<file path="src/rtl/lcd_host_pkg.sv">
package lcd_host_pkg;

   // access kind, encoded as {reg_sel, rd_wr}
   typedef enum logic [1:0] {
      ACC_INS_WR  = 2'b00,
      ACC_STAT_RD = 2'b01,
      ACC_DAT_WR  = 2'b10,
      ACC_DAT_RD  = 2'b11
   } acc_e;

   typedef struct packed {
      acc_e       kind;
      logic [7:0] val;
   } bus_xfer_t;

   typedef enum logic [1:0] {
      INS_DD_SET,
      INS_CG_SET,
      INS_OTHER
   } ins_e;

   function automatic ins_e ins_class(input logic [7:0] code);
      if (code[7])
         return INS_DD_SET;
      else if (code[6])
         return INS_CG_SET;
      else
         return INS_OTHER;
   endfunction

endpackage

</file>
<file path="src/rtl/lcd_bus_sync.sv">
module lcd_bus_sync
   import lcd_host_pkg::*;
#(
   parameter int STAGES = 3
)(
   input  logic       clk,
   input  logic       rst_n,
   input  logic       stb,
   input  logic [1:0] sel,
   input  logic [7:0] din,
   output logic       xfer_valid,
   output bus_xfer_t  xfer
);

   localparam int LAST = STAGES - 1;

   if (STAGES < 3) begin : g_bad_stages
      $error("lcd_bus_sync: STAGES must be at least 3");
   end

   logic [LAST:0]      stb_q;
   logic [LAST:0][1:0] sel_q;
   logic [LAST:0][7:0] dat_q;

   always_ff @(posedge clk or negedge rst_n) begin
      if (!rst_n) begin
         stb_q <= '0;
         sel_q <= '0;
         dat_q <= '0;
      end else begin
         stb_q <= {stb_q[LAST-1:0], stb};
         sel_q <= {sel_q[LAST-1:0], sel};
         dat_q <= {dat_q[LAST-1:0], din};
      end
   end

   // oldest stage still saw the strobe high: its bus values are the ones held
   assign xfer_valid = stb_q[LAST] & ~stb_q[LAST-1];
   assign xfer.kind  = acc_e'(sel_q[LAST]);
   assign xfer.val   = dat_q[LAST];

   a_r1_single_pulse: assert property (@(posedge clk) disable iff (!rst_n)
      xfer_valid |=> !xfer_valid);

endmodule

</file>
<file path="src/rtl/lcd_nibble_pack.sv">
module lcd_nibble_pack
   import lcd_host_pkg::*;
#(
   parameter bit NIBBLE_EN = 1'b1
)(
   input  logic      clk,
   input  logic      rst_n,
   input  logic      four_bit,
   input  logic      in_valid,
   input  bus_xfer_t in_xfer,
   output logic      out_valid,
   output bus_xfer_t out_xfer,
   output logic      low_next
);

   if (NIBBLE_EN) begin : g_nib
      logic       ph_q;
      logic [3:0] hi_q;

      always_ff @(posedge clk or negedge rst_n) begin
         if (!rst_n) begin
            ph_q <= 1'b0;
            hi_q <= '0;
         end else if (!four_bit) begin
            ph_q <= 1'b0;
         end else if (in_valid) begin
            if (!ph_q)
               hi_q <= in_xfer.val[7:4];
            ph_q <= ~ph_q;
         end
      end

      always_comb begin
         out_xfer  = in_xfer;
         out_valid = 1'b0;
         if (!four_bit) begin
            out_valid = in_valid;
         end else if (in_valid && ph_q) begin
            out_valid    = 1'b1;
            out_xfer.val = {hi_q, in_xfer.val[7:4]};
         end
      end

      assign low_next = ph_q;

      a_r10_first_half: assert property (@(posedge clk) disable iff (!rst_n)
         (four_bit && in_valid && !ph_q) |-> !out_valid);
      a_r11_phase_home: assert property (@(posedge clk) disable iff (!rst_n)
         (!four_bit && in_valid) |=> !low_next);
   end else begin : g_byte
      assign out_valid = in_valid;
      assign out_xfer  = in_xfer;
      assign low_next  = 1'b0;
   end

endmodule

</file>
<file path="src/rtl/lcd_addr_ctr.sv">
module lcd_addr_ctr #(
   parameter int AC_W     = 7,
   parameter int DD_DEPTH = 80,
   parameter int CG_DEPTH = 64
)(
   input  logic            clk,
   input  logic            rst_n,
   input  logic            load,
   input  logic            load_cg,
   input  logic [AC_W-1:0] load_val,
   input  logic            step,
   input  logic            up,
   output logic [AC_W-1:0] ac,
   output logic            is_cg
);

   localparam int CG_AW = $clog2(CG_DEPTH);
   localparam logic [AC_W-1:0] DD_TOP = AC_W'(DD_DEPTH - 1);

   logic [CG_AW-1:0] cg_next;
   logic [AC_W-1:0]  dd_next;

   always_comb begin
      cg_next = up ? ac[CG_AW-1:0] + 1'b1 : ac[CG_AW-1:0] - 1'b1;
      if (up)
         dd_next = (ac == DD_TOP) ? '0 : ac + 1'b1;
      else
         dd_next = (ac == '0) ? DD_TOP : ac - 1'b1;
   end

   always_ff @(posedge clk or negedge rst_n) begin
      if (!rst_n) begin
         ac    <= '0;
         is_cg <= 1'b0;
      end else if (load) begin
         ac    <= load_val;
         is_cg <= load_cg;
      end else if (step) begin
         ac <= is_cg ? AC_W'(cg_next) : dd_next;
      end
   end

   a_r8_dd_in_range: assert property (@(posedge clk) disable iff (!rst_n)
      !is_cg |-> (ac <= DD_TOP));
   a_r6_dd_step_up: assert property (@(posedge clk) disable iff (!rst_n)
      (step && !load && up && !is_cg && ac != DD_TOP) |=> (ac == $past(ac) + 1'b1));
   a_r8_dd_wrap_up: assert property (@(posedge clk) disable iff (!rst_n)
      (step && !load && up && !is_cg && ac == DD_TOP) |=> (ac == '0));
   a_r8_dd_wrap_down: assert property (@(posedge clk) disable iff (!rst_n)
      (step && !load && !up && !is_cg && ac == '0) |=> (ac == DD_TOP));
   a_r9_cg_step_down: assert property (@(posedge clk) disable iff (!rst_n)
      (step && !load && !up && is_cg) |=>
         (ac[CG_AW-1:0] == CG_AW'($past(ac[CG_AW-1:0]) - 1'b1)));

endmodule

</file>
<file path="src/rtl/lcd_byte_ram.sv">
module lcd_byte_ram #(
   parameter int DEPTH = 80,
   parameter int AW    = 7
)(
   input  logic          clk,
   input  logic          rst_n,
   input  logic          we,
   input  logic [AW-1:0] addr,
   input  logic [7:0]    wdata,
   output logic [7:0]    rdata
);

   if ((1 << AW) < DEPTH) begin : g_bad_aw
      $error("lcd_byte_ram: AW too narrow for DEPTH");
   end

   logic [7:0] mem [DEPTH];

   always_ff @(posedge clk or negedge rst_n) begin
      if (!rst_n) begin
         for (int i = 0; i < DEPTH; i++)
            mem[i] <= '0;
      end else if (we && (int'(addr) < DEPTH)) begin
         mem[addr] <= wdata;
      end
   end

   assign rdata = (int'(addr) < DEPTH) ? mem[addr] : 8'h00;

endmodule

</file>
<file path="src/rtl/lcd_host_if.sv">
module lcd_host_if
   import lcd_host_pkg::*;
#(
   parameter int DD_DEPTH    = 80,
   parameter int CG_DEPTH    = 64,
   parameter int AC_W        = 7,
   parameter int BUSY_CYCLES = 16,
   parameter bit NIBBLE_EN   = 1'b1
)(
   input  logic       clk,
   input  logic       rst_n,
   input  logic       bus_stb,
   input  logic       reg_sel,
   input  logic       rd_wr,
   input  logic [7:0] bus_din,
   output logic [7:0] bus_dout,
   input  logic       nibble_mode,
   input  logic       step_up
);

   localparam int DD_AW = $clog2(DD_DEPTH);
   localparam int CG_AW = $clog2(CG_DEPTH);
   localparam int BW    = $clog2(BUSY_CYCLES + 1);

   if (DD_AW > AC_W) begin : g_bad_dd
      $error("lcd_host_if: display depth exceeds address counter");
   end
   if (CG_AW >= AC_W) begin : g_bad_cg
      $error("lcd_host_if: pattern store must be narrower than the counter");
   end
   if (CG_DEPTH != (1 << CG_AW)) begin : g_bad_cgpow
      $error("lcd_host_if: pattern depth must be a power of two");
   end
   if (BUSY_CYCLES < 1) begin : g_bad_busy
      $error("lcd_host_if: BUSY_CYCLES must be positive");
   end

   // ---------------- bus capture ----------------
   logic      raw_v;
   bus_xfer_t raw_x;
   logic      evt;
   bus_xfer_t ex;
   logic      low_next;

   lcd_bus_sync #(.STAGES(3)) u_sync (
      .clk        (clk),
      .rst_n      (rst_n),
      .stb        (bus_stb),
      .sel        ({reg_sel, rd_wr}),
      .din        (bus_din),
      .xfer_valid (raw_v),
      .xfer       (raw_x)
   );

   lcd_nibble_pack #(.NIBBLE_EN(NIBBLE_EN)) u_pack (
      .clk       (clk),
      .rst_n     (rst_n),
      .four_bit  (nibble_mode),
      .in_valid  (raw_v),
      .in_xfer   (raw_x),
      .out_valid (evt),
      .out_xfer  (ex),
      .low_next  (low_next)
   );

   // ---------------- access decode ----------------
   logic [BW-1:0]   busy_cnt;
   logic            busy;
   logic            acc_ins, acc_dw, acc_dr;
   logic            dd_set, cg_set;
   logic [AC_W-1:0] load_val;
   logic [AC_W-1:0] ac;
   logic            is_cg;
   ins_e            ins;

   assign busy    = (busy_cnt != '0);
   assign acc_ins = evt && (ex.kind == ACC_INS_WR) && !busy;
   assign acc_dw  = evt && (ex.kind == ACC_DAT_WR) && !busy;
   assign acc_dr  = evt && (ex.kind == ACC_DAT_RD);
   assign ins     = ins_class(ex.val);
   assign dd_set  = acc_ins && (ins == INS_DD_SET);
   assign cg_set  = acc_ins && (ins == INS_CG_SET);

   always_comb begin
      if (cg_set)
         load_val = AC_W'(ex.val[CG_AW-1:0]);
      else if (int'(ex.val[6:0]) < DD_DEPTH)
         load_val = AC_W'(ex.val[6:0]);
      else
         load_val = '0;
   end

   lcd_addr_ctr #(
      .AC_W     (AC_W),
      .DD_DEPTH (DD_DEPTH),
      .CG_DEPTH (CG_DEPTH)
   ) u_ac (
      .clk      (clk),
      .rst_n    (rst_n),
      .load     (dd_set || cg_set),
      .load_cg  (cg_set),
      .load_val (load_val),
      .step     (acc_dw || acc_dr),
      .up       (step_up),
      .ac       (ac),
      .is_cg    (is_cg)
   );

   // ---------------- stores ----------------
   logic [7:0] dd_rd, cg_rd;

   lcd_byte_ram #(.DEPTH(DD_DEPTH), .AW(DD_AW)) u_dd (
      .clk   (clk),
      .rst_n (rst_n),
      .we    (acc_dw && !is_cg),
      .addr  (ac[DD_AW-1:0]),
      .wdata (ex.val),
      .rdata (dd_rd)
   );

   lcd_byte_ram #(.DEPTH(CG_DEPTH), .AW(CG_AW)) u_cg (
      .clk   (clk),
      .rst_n (rst_n),
      .we    (acc_dw && is_cg),
      .addr  (ac[CG_AW-1:0]),
      .wdata (ex.val),
      .rdata (cg_rd)
   );

   // ---------------- data register and busy timer ----------------
   logic [7:0] dr_q;
   logic       fetch_q;

   always_ff @(posedge clk or negedge rst_n) begin
      if (!rst_n) begin
         dr_q     <= '0;
         fetch_q  <= 1'b0;
         busy_cnt <= '0;
      end else begin
         fetch_q <= dd_set || cg_set || acc_dr;
         if (acc_dw)
            dr_q <= ex.val;
         else if (fetch_q)
            dr_q <= is_cg ? cg_rd : dd_rd;
         if (acc_ins || acc_dw)
            busy_cnt <= BW'(BUSY_CYCLES);
         else if (busy)
            busy_cnt <= busy_cnt - 1'b1;
      end
   end

   // ---------------- read mux ----------------
   logic [7:0] rd_byte;

   always_comb begin
      unique case (acc_e'({reg_sel, rd_wr}))
         ACC_STAT_RD: rd_byte = {busy, busy ? 7'd0 : 7'(ac)};
         ACC_DAT_RD:  rd_byte = dr_q;
         default:     rd_byte = 8'h00;
      endcase
      if (NIBBLE_EN && nibble_mode)
         bus_dout = low_next ? {rd_byte[3:0], 4'h0} : {rd_byte[7:4], 4'h0};
      else
         bus_dout = rd_byte;
   end

   // ---------------- assertions ----------------
   a_r3_busy_persists: assert property (@(posedge clk) disable iff (!rst_n)
      (busy_cnt > BW'(1)) |=> busy);
   a_r3_busy_after_write: assert property (@(posedge clk) disable iff (!rst_n)
      (acc_ins || acc_dw) |=> busy);
   a_r3_dropped_write: assert property (@(posedge clk) disable iff (!rst_n)
      (evt && ex.kind == ACC_DAT_WR && busy) |=> $stable(ac));
   a_r4_dd_load: assert property (@(posedge clk) disable iff (!rst_n)
      dd_set |=> (!is_cg && ac == $past(load_val)));
   a_r5_cg_load: assert property (@(posedge clk) disable iff (!rst_n)
      cg_set |=> (is_cg && ac == $past(load_val)));
   a_r12_other_keeps: assert property (@(posedge clk) disable iff (!rst_n)
      (acc_ins && ins == INS_OTHER) |=> ($stable(ac) && $stable(is_cg)));

endmodule

</file>
<file path="config.mk">
export PLATFORM = sky130hd
export DESIGN_NAME = lcd_host_if
export DESIGN_NICKNAME = d
export VERILOG_FILES = /design/src/rtl/lcd_host_pkg.sv /design/src/rtl/lcd_bus_sync.sv /design/src/rtl/lcd_nibble_pack.sv /design/src/rtl/lcd_addr_ctr.sv /design/src/rtl/lcd_byte_ram.sv /design/src/rtl/lcd_host_if.sv
export SDC_FILE = /design/constraint.sdc
export NUM_CORES = 2
export LEC_CHECK = 0
export BUFFER_PORTS_ARGS = -buffer_cell sky130_fd_sc_hd__buf_2
export CORE_ASPECT_RATIO = 1.5
export CORE_MARGIN = 2
export CORE_UTILIZATION = 60
export DETAILED_ROUTE_END_ITERATION = 7
export PLACE_DENSITY = 0.81
export SLEW_MARGIN = 20
export SYNTH_ARGS = -nofsm -noshare
export SYNTH_HDL_FRONTEND = slang
export SYNTH_SLANG_ARGS = --single-unit
</file>
<file path="constraint.sdc">
create_clock -name clk -period 3.5 [get_ports clk]
set_clock_uncertainty 0.2 [all_clocks]
set_input_delay 0.875 -clock clk [delete_from_list [all_inputs] [get_ports clk]]
set_output_delay 0.875 -clock clk [all_outputs]
set_load 0.05 [all_outputs]
</file>
==> run_results.csv <==
group,metric,value,unit
cts,cts_buffer_depth,3,
detailed_routing,ant_nets,0,
layout,final_common_cell,"dfrtp_1",
layout,multiInputGateArea,21100,um2
sta,slew_headroom,15.6,%
yosys,synthFlopType,"dfrtp_1",
placement,portBuffers,22,
floorplan,die-area,91100,um2
job,drv_cap,0,
yosys,yosys.area.top_type,"dfrtp_1",
outcome,status,"finished, violations left",
detailed_routing,wire_per_inst,27.7,um
worst_setup_path,cp_data_arrival_time,2.48,ns
sta,worstMarginPinSlew,1.26,ns
yosys,ys.warnings.count,0,
sta,rsz0062_at_grt,"true",
global_route,overflow,0,
yosys,syn-cell-area,53200,um2
yosys,synth-edff-count,0,
worst_setup_path,path_class,"flip-flop to output port",
global_route,grt_usage,41.7,%
detailed_routing,vias,46000,
detailed_routing,vias_per_cell,6.81,
global_route,grt_antenna_before_repair,6,
outcome,violations,"design-rule violations, negative setup slack",
yosys,synth.distinct_cells,82,
cts,ctsHtreeMaxLevel,3,
placement,place.gp.congestion,1.05,
sta,holdWs,0.0420,ns
sta,worst_slack,-0.0519,ns
sta,final-max-slew-violation-count,0,
yosys,ys_ff_latch,1212,
sta,fmax,282,MHz
hold_path,hp-class,"primary input to flip-flop",
layout,num-fill-cells,6150,
yosys,synthCells,5451,
worst_setup_path,worstPathMaxFanout,7,
floorplan,start_util,60.7,%
worst_setup_path,startpoint_type,"flip-flop",
yosys,synthArstFlopShare,100,%
placement,dp_hpwl,123000,um
sta,hold_viol,0,
cts,path_clk_slew,0.07,ns
global_route,grt_pass1_vias,45700,
layout,layout_common_cells,"dfrtp_1, nand2_1, o21ai_0",
cts,clock_sinks,1212,
sta,fin_setup_tns,-0.145,ns
global_route,grt_pass1_wl,283000,um
floorplan,core_area,87700,um2
detailed_routing,first_pass_iters,8,
cts,clk_latency,0.74,ns
yosys,yosysSeqAreaShare,57.0,%
yosys,synth_fp_nets,5475,
detailed_routing,drc,3,
worst_setup_path,critPathRequiredTime,2.42,ns
floorplan,ios,23,
cts,clockRootBuffer,"clkbuf_16",
layout,drive_gt1_share,15.7,%
layout,nets,5530,
cts,cts_buffers,105,
cts,cts_tree,"built",
floorplan,die_w,247,um
yosys,synth_top_area_share,57.0,%
layout,regArea,30300,um2
power_and_ir_drop,peakVddDrop,0.507,mV
worst_setup_path,critPathCaptureType,"output port",
power_and_ir_drop,pwr_density_cell,655,nW/um2
detailed_routing,drt_iter0_markers,5644,
detailed_routing,finalWirelength,187000,um
floorplan,die_y,369,um
sta,fin_crit_sh,101,%
layout,syn2layout_area_growth,14.2,%
floorplan,core.rowCount,133,
yosys,ys_top_cells_by_area,"dfrtp_1, o21ai_0, a21oi_1, nand2_1, nor2_1",
global_route,grt_max_degree,114,
sta,period_minus_slack,3.55,ns
sta,setup-violations-final,4,
power_and_ir_drop,cellLeakagePower,27.4,nW
yosys,syn_avg_cell_area,9.76,um2
-- per-stage QoR --
stage | total power, W | cell area [um2] | setup slack [ns] | utilization [%] | std cells
finish | 0.0398 | 60800 | -0.0519 | 69.3 | 6745
global route | 0.0403 | 60800 | -0.106 | 69.3 | 6744
CTS | 0.0389 | 60600 | 0.00344 | 69.1 | 6736
detailed placement | 0.0265 | 56800 | 0.0474 | 64.8 | 6536
global placement | 0.0264 | 56800 | 0.0199 | 64.8 | 6536
floorplan | 0.0199 | 53200 | -0.0588 | - | 5451
-- registers in the layout, indices dropped and copies added (netlist names) --
register	cells
busy_cnt	5
u_sync.xfer	10
u_dd.mem	640
u_ac.is_cg	1
u_ac.ac	7
u_sync.sel_q	4
u_cg.mem	512
u_pack.low_next	1
u_sync.stb_q	3
u_sync.dat_q	16
u_pack.g_nib.hi_q	4
dr_q	8
fetch_q	1
-- synthesized netlist by cell type, types with 9 or more instances --
master,count
inv_1,12
mux2i_1,98
a31oi_1,27
nor2_1,625
o21ai_1,14
buf_4,17
a22o_1,46
nand3_2,10
nor2_2,55
nand4_1,16
buf_1,28
mux4_2,17
nor3_4,13
and2_1,9
dfrtp_1,1212
xnor2_1,9
nand3_1,63
mux2_2,109
clkbuf_1,284
nand2_1,752
a222oi_1,14
a221o_1,27
o2bb2ai_1,11
nor3_1,15
buf_2,143
a21oi_1,679
a221oi_1,135
o211ai_1,23
a211oi_1,16
a22oi_1,137
o221ai_1,11
o21ai_0,682
-- per-layer routing --
metal | vias to the layer above | track usage (%) | part of all wire (%)
li1 | 19300 | - | -
met1 | 22300 | 48.0 | 33
met2 | 3273 | 63.9 | 45
met3 | 1115 | 10.5 | 11
met4 | 8 | 37.6 | 11
met5 | - | 0 | 0.029
-- critical path: stages, from the launching register on --
cell,delay (ns)
dfrtp_1,0.40
inv_2,0.09
ha_4,0.15
nand3b_1,0.15
nor3b_2,0.22
buf_4,0.18
a22oi_1,0.16
a31oi_2,0.20
buf_6,0.18
-- power breakdown --
| part | leakage, nW | switching, W | internal, W | total, W |
|---|---|---|---|---|
| registers | 16.8 | 0.000441 | 0.0142 | 0.0146 |
| logic | 8.81 | 0.00871 | 0.00381 | 0.0125 |
| clock network | 1.81 | 0.00549 | 0.00716 | 0.0127 |
-- cell type report --
| cell class | instances | area share (%) |
|---|---|---|
| diodes | 2 | 0.00824 |
| clock buffers | 150 | 4.99 |
| clock inverters | 47 | 1.10 |
| inverters | 15 | 0.0947 |
| multi-input cells | 3752 | 34.7 |
| flip-flops and latches | 1212 | 49.9 |
| well taps | 1147 | 2.36 |
| repair buffers | 420 | 6.77 |
-- logic make-up (layout without fill, tap and decap cells) --
| logic type | Yosys count | in the layout | synth area share, % |
|---|---|---|---|
| other cells | 0 | 2 | 0 |
| buf+inv | 487 | 632 | 3.89 |
| simple gates | 1623 | 1623 | 13.0 |
| fa+ha+maj | 9 | 9 | 0.226 |
| mux | 224 | 224 | 4.87 |
| flops | 1212 | 1212 | 57.0 |
| xor+xnor | 10 | 10 | 0.165 |
| compound gates | 1886 | 1886 | 20.9 |
-- worst paths after layout --
kind | cells past startpoint | slack, ns | to | from
min reg2reg | 0 | 0.15 | u_sync.dat_q[10] | u_sync.dat_q[2]
max in group asynchronous | 4 | 1.53 | u_cg.mem[269] | rst_n
max reg2reg | 9 | -0.03 | dr_q[4] | u_ac.ac[0]
min | 1 | 0.04 | u_sync.dat_q[3] | bus_din[3]
max | 8 | -0.05 | bus_dout[5] | busy_cnt[0]
min in group asynchronous | 2 | 0.45 | u_sync.dat_q[0] | rst_n
-- repair_timing --
item | CTS | global route
gates resized for setup | 18 | 22
setup endpoints to repair | 10 | 13
hold buffers | 1 | 0
buffers inserted | 3 | 7
hold endpoints to repair | 39 | 0
pin swaps | 3 | 7
Note: power is estimated with default switching activity, not from simulation.
